`src/rtl/rtm_pkg.sv`:
```
package rtm_pkg;
    typedef enum logic [1:0] {
        ST_ACTIVE  = 2'b00,
        ST_STANDBY = 2'b01,
        ST_PDOWN   = 2'b10
    } pwr_st_e;

    localparam int ADDR_PWR   = 'h09;
    localparam int BIT_PD     = 3;
    localparam int ADDR_SWAP  = 'h0A;
    localparam int BIT_LSWAP  = 0;
    localparam int BIT_PSWAP  = 1;
endpackage

```
`src/rtl/rtm_deglitch.sv`:
```
module rtm_deglitch #(
    parameter int STABLE = 16
) (
    input  logic clk,
    input  logic rst_n,
    input  logic d_i,
    output logic q_o
);
    localparam int CW = $clog2(STABLE + 1);

    logic [CW-1:0] cnt_q;

    always_ff @(posedge clk) begin
        if (!rst_n) begin
            q_o   <= 1'b0;
            cnt_q <= '0;
        end else if (d_i == q_o) begin
            cnt_q <= '0;
        end else if (cnt_q == CW'(STABLE - 1)) begin
            q_o   <= d_i;
            cnt_q <= '0;
        end else begin
            cnt_q <= cnt_q + 1'b1;
        end
    end
endmodule

```
`src/rtl/rtm_cfg_regs.sv`:
```
module rtm_cfg_regs #(
    parameter int REG_AW = 8,
    parameter int REG_DW = 8
) (
    input  logic              clk,
    input  logic              rst_n,
    input  logic              oe_i,
    input  logic              wr_en_i,
    input  logic [REG_AW-1:0] wr_addr_i,
    input  logic [REG_DW-1:0] wr_data_i,
    output logic              pd_req_o,
    output logic              lswap_o,
    output logic              pswap_o
);
    import rtm_pkg::*;

    always_ff @(posedge clk) begin
        if (!rst_n || !oe_i) begin
            pd_req_o <= 1'b0;
            lswap_o  <= 1'b0;
            pswap_o  <= 1'b0;
        end else if (wr_en_i) begin
            if (wr_addr_i == REG_AW'(ADDR_PWR)) begin
                pd_req_o <= wr_data_i[BIT_PD];
            end
            if (wr_addr_i == REG_AW'(ADDR_SWAP)) begin
                lswap_o <= wr_data_i[BIT_LSWAP];
                pswap_o <= wr_data_i[BIT_PSWAP];
            end
        end
    end
endmodule

```
`src/rtl/rtm_lane_map.sv`:
```
module rtm_lane_map #(
    parameter int NUM_LANES = 4,
    parameter int SELW      = 2
) (
    input  logic                      swap_i,
    output logic [NUM_LANES*SELW-1:0] src_o
);
    for (genvar k = 0; k < NUM_LANES; k++) begin : g_lane
        localparam int PARTNER = k ^ 1;
        assign src_o[k*SELW +: SELW] = swap_i ? SELW'(PARTNER) : SELW'(k);
    end
endmodule

```
`src/rtl/rtm_pwr_ctrl.sv`:
```
module rtm_pwr_ctrl #(
    parameter int NUM_LANES   = 4,
    parameter int FILT_CYCLES = 16,
    parameter int REG_AW      = 8,
    parameter int REG_DW      = 8,
    localparam int SELW       = (NUM_LANES > 1) ? $clog2(NUM_LANES) : 1
) (
    input  logic                      clk,
    input  logic                      rst_n,
    input  logic                      hpd_i,
    input  logic                      oe_i,
    input  logic                      sigdet_en_i,
    input  logic [NUM_LANES-1:0]      sig_present_i,
    input  logic                      rate_high_i,
    input  logic                      term_float_i,
    input  logic                      term_strap_i,
    input  logic                      wr_en_i,
    input  logic [REG_AW-1:0]         wr_addr_i,
    input  logic [REG_DW-1:0]         wr_data_i,
    output logic [1:0]                pwr_state_o,
    output logic                      mode_retimer_o,
    output logic                      term_sel_o,
    output logic                      lane_swap_o,
    output logic [NUM_LANES-1:0]      pol_inv_o,
    output logic [NUM_LANES*SELW-1:0] lane_src_o
);
    import rtm_pkg::*;

    logic    sig_q, rate_q;
    logic    reg_pd, reg_lswap, reg_pswap;
    logic    pd_any, sig_missing;
    pwr_st_e state_q, state_d;

    rtm_deglitch #(.STABLE(FILT_CYCLES)) u_sig_filt (
        .clk(clk), .rst_n(rst_n), .d_i(&sig_present_i), .q_o(sig_q)
    );

    rtm_deglitch #(.STABLE(FILT_CYCLES)) u_rate_filt (
        .clk(clk), .rst_n(rst_n), .d_i(rate_high_i), .q_o(rate_q)
    );

    rtm_cfg_regs #(.REG_AW(REG_AW), .REG_DW(REG_DW)) u_regs (
        .clk(clk), .rst_n(rst_n), .oe_i(oe_i),
        .wr_en_i(wr_en_i), .wr_addr_i(wr_addr_i), .wr_data_i(wr_data_i),
        .pd_req_o(reg_pd), .lswap_o(reg_lswap), .pswap_o(reg_pswap)
    );

    assign pd_any      = !hpd_i || !oe_i || reg_pd;
    assign sig_missing = sigdet_en_i && !sig_q;

    // Next-state logic
    always_comb begin
        state_d = state_q;
        unique case (state_q)
            ST_PDOWN: begin
                if (!pd_any)          state_d = ST_STANDBY;   // exit via standby
            end
            ST_STANDBY: begin
                if (pd_any)           state_d = ST_PDOWN;
                else if (!sig_missing) state_d = ST_ACTIVE;
            end
            ST_ACTIVE: begin
                if (pd_any)           state_d = ST_PDOWN;
                else if (sig_missing) state_d = ST_STANDBY;
            end
            default:                  state_d = ST_PDOWN;
        endcase
    end

    // State register
    always_ff @(posedge clk) begin
        if (!rst_n) state_q <= ST_PDOWN;
        else        state_q <= state_d;
    end

    logic lswap_eff;

    // Outputs
    always_comb begin
        pwr_state_o    = state_q;
        mode_retimer_o = rate_q;
        term_sel_o     = term_float_i ? rate_q : term_strap_i;
        lswap_eff      = 1'b0;
        pol_inv_o      = '0;
        unique case (state_q)
            ST_ACTIVE: begin
                lswap_eff = reg_lswap;
                pol_inv_o = (reg_pswap && rate_q) ? '1 : '0;
            end
            ST_STANDBY, ST_PDOWN: begin
                lswap_eff = 1'b0;
            end
            default: lswap_eff = 1'b0;
        endcase
        lane_swap_o = lswap_eff;
    end

    rtm_lane_map #(.NUM_LANES(NUM_LANES), .SELW(SELW)) u_map (
        .swap_i(lswap_eff), .src_o(lane_src_o)
    );
endmodule

```
`config.mk`:
```
export PLATFORM = sky130hd
export DESIGN_NAME = rtm_pwr_ctrl
export DESIGN_NICKNAME = d
export VERILOG_FILES = /design/src/rtl/rtm_pkg.sv /design/src/rtl/rtm_deglitch.sv /design/src/rtl/rtm_cfg_regs.sv /design/src/rtl/rtm_lane_map.sv /design/src/rtl/rtm_pwr_ctrl.sv
export SDC_FILE = /design/constraint.sdc
export NUM_CORES = 1
export LEC_CHECK = 0
export BUFFER_PORTS_ARGS = -buffer_cell sky130_fd_sc_hd__buf_2
export CORE_MARGIN = 10
export CORE_UTILIZATION = 40
export CTS_CLUSTER_DIAMETER = 40
export DETAILED_ROUTE_END_ITERATION = 16
export PLACE_DENSITY = 0.75
export SYNTH_ARGS = -nofsm -noshare
export SYNTH_HDL_FRONTEND = slang
export SYNTH_SLANG_ARGS = --single-unit
```
`constraint.sdc`:
```
create_clock -name clk -period 2.05 [get_ports clk]
set_clock_uncertainty 0.15 [all_clocks]
set_input_delay 0.1025 -clock clk [delete_from_list [all_inputs] [get_ports clk]]
set_output_delay 0.1025 -clock clk [all_outputs]
set_load 0.02 [all_outputs]
```
==> impl_metrics.py <==
metrics = {
    "setup_path": {
        "critical_path_required_ns": 2.09,
        "cpMostUsedCell": "dlygate4sd3_1",
        "start_kind": "input port",
        "worstPathMaxFanout": 1,
        "crit_path_top_delay_cell": "dlygate4sd3_1",
        "critPathMaxStageDelay_ns": 0.56,
        "crit_buf_inv": 4,
        "critical_path_class": "input port to flip-flop",
        "cp-end-kind": "flip-flop",
        "critPathTopFamily": "buffers and inverters",
        "crit_arrival_ns": 1.97,
        "worstPathCellList": "dlygate4sd3_1 -> buf_2 -> nand3_1 -> dlygate4sd3_1 -> mux2i_1 -> dlygate4sd3_1",
    },
    "clocking": {
        "cts_made_buffers": 3,
        "insertion_delay_ns": 0.29,
        "cts_hold_buffers": 11,
        "cts_sinks": 17,
        "h-tree-depth": 1,
        "clk_pin_slew_ns": 0.10,
        "clk_path_buf_depth": 2,
        "cts.repair.resized": 0,
        "cts-root-buf": "clkbuf_4",
        "postCtsSetupRepairBufs": 0,
        "tritoncts": "yes",
    },
    "placement": {
        "hpwlAfterDp_um": 1540,
        "numPortBuffers": 36,
        "place_area_um2": 977,
        "place_congestion": 0.767,
        "preCtsSetupSlack_ns": 0.473,
    },
    "grt": {
        "antenna_found_initial": 0,
        "met3_usage": 0.0627,
        "grt_use_total": 0.0963,
        "grt_pass1_wl_um": 3340,
        "grtUsageMet2": 0.152,
        "busiest_layer": "met2",
        "use_met1": 0.101,
        "grt_max_degree": 12,
        "grt_pass1_vias": 743,
        "grt_overflow": 0,
    },
    "pwr": {
        "vdd_ir_drop_max_mv": 0.586,
        "power_frac_clock": 0.301,
        "p_leak_nw": 0.549,
        "switching_share": 0.242,
        "power_uw": 583,
        "power_frac_comb": 0.121,
        "cellInternalPower_uw": 443,
        "p_switching_uw": 141,
        "sequentialPowerShare": 0.577,
        "p_per_area_nw_per_um2": 523,
    },
    "timing": {
        "finalSetupViolations": 0,
        "post-route-period-util": 0.942,
        "tns_ns": 0,
        "drv_slew": 0,
        "fmax_ghz": 0.518,
        "finalCriticalPeriod_ns": 1.93,
        "grt_setup_unrepaired": "false",
        "hold_viol": 0,
        "fin_ws_ns": 0.120,
    },
    "logic_synthesis": {
        "synth.ff_latch_count": 17,
        "yosysWarnings": 0,
        "synth_area_um2": 836,
        "synth_top_cell_area_share": 0.407,
        "syn_avg_cell_area_um2": 9.61,
        "seq_area_frac_synth": 0.407,
        "yosys.cell_types.count": 26,
        "synth_area_leaders": "dfxtp_1 41%, buf_4 9.0%, ha_1 6.0%",
        "synthCells": 87,
        "yosysTopAreaCell": "dfxtp_1",
    },
    "floorplan": {
        "dieWidth_um": 65.7,
        "coreArea_um2": 1980,
        "io_pins": 46,
        "die_area_um2": 4320,
        "die_y_um": 65.7,
        "fp-row-count": 16,
        "start_util": 0.422,
    },
    "route": {
        "totalWireLength_um": 1940,
        "ant_nets": 0,
        "dr_total_vias": 735,
        "drc_errors": 0,
        "via_per_inst": 4.71,
        "drtIter0Drc": 27,
        "wl_per_cell_um": 12.5,
        "dr.pass1.iters": 3,
    },
    "min_path": {
        "holdCritPathClass": "input port to flip-flop",
    },
    "final_layout": {
        "drive_above_1_share": 0.333,
        "stdcell_area_um2": 1110,
        "post-route-util": 0.563,
        "fin_nets": 163,
        "nFillCells": 184,
        "mostFrequentLayoutCell": "buf_2",
        "mostFrequentLayoutCells": "36 x buf_2, 17 x dfxtp_1, 11 x dlygate4sd3_1, 8 x nand3_1, 7 x nor2_1",
        "antenna_cells": 0,
        "area_growth_pct": 33.4,
    },
    "outcome": {
        "status": "complete, no violations",
    },
    "flow_run": {
        "max_cap_viol_count": 0,
    },
}
## cells by family (layout without fill, tap and decap cells)
| group | after synthesis | count (layout) | synth area share |
|---|---|---|---|
| compound gates | 2 | 2 | 0.0150 |
| buf+inv | 16 | 56 | 0.118 |
| other cells | 2 | 4 | 0.00899 |
| simple gates | 34 | 34 | 0.255 |
| flops | 17 | 17 | 0.407 |
| mux | 6 | 6 | 0.0734 |
| fa+ha+maj | 4 | 4 | 0.0599 |
| xor+xnor | 6 | 6 | 0.0629 |
## tightest hold or removal path: cells and delay by family
kind | cells | cell delay, ns
multiplexers | 1 | 0.08
AND/OR/NAND/NOR | 1 | 0.13
buffers and inverters | 1 | 0.11
## flip-flops by register name, indices dropped and copies added (netlist names)
name               cells
u_regs.pd_req_o        1
u_sig_filt.q_o         1
u_sig_filt.cnt_q       5
u_regs.lswap_o         1
u_rate_filt.q_o        1
pwr_state_o            2
u_rate_filt.cnt_q      5
u_regs.pswap_o         1
## final cells by class
class                   instances  area, um^2  share of cell area
clock inverters                 1        5.00             0.00449
well taps                      27        33.8              0.0303
repair buffers                 47         290               0.260
inverters                       5        18.8              0.0168
clock buffers                   3        22.5              0.0202
flip-flops and latches         17         340               0.305
multi-input cells              56         404               0.363
## routing by layer
layer	wire, um	vias up
met5	0	-
met4	14	0
met3	270	2
met2	801	39
met1	858	326
li1	-	368
## worst paths after layout
path,from,end,slack (ns),cells after the start
worst max-delay path,wr_data_i[3],u_regs.pd_req_o,0.12,6
worst max register to register,u_rate_filt.cnt_q[0],u_rate_filt.q_o,0.14,6
worst min-delay path,wr_addr_i[1],u_regs.lswap_o,0.02,3
worst min register to register,u_rate_filt.cnt_q[0],u_rate_filt.cnt_q[0],0.31,1
## power by group through the flow
stage	clock [mW]	combinational, mW	sequential [mW]
finish	0.176	0.0706	0.337
global route	0.203	0.0786	0.338
CTS	0.185	0.0703	0.337
detailed placement	0	0.0591	0.345
global placement	0	0.0574	0.344
floorplan	0	0.0322	0.346
## Yosys cell counts, drive strengths merged
library cell  count
dfxtp            17
buf              11
nand3             8
nor2              7
inv               5
mux2i             5
ha                4
nor3              4
and3              3
nand4b            3
xnor2             3
xor2              3
conb              2
nor3b             2
a21o              1
a21oi             1
and2              1
mux2              1
nand2             1
nand2b            1
nand3b            1
nand4             1
nor2b             1
nor4b             1
## metrics by stage
stage	cells	hold WS [ns]
floorplan	89	0.0972
finish	156	0.0207
detailed placement	141	0.222
global placement	141	0.186
CTS	156	0.00799
global route	156	0.0186
Note: power is estimated with default switching activity, not from simulation.
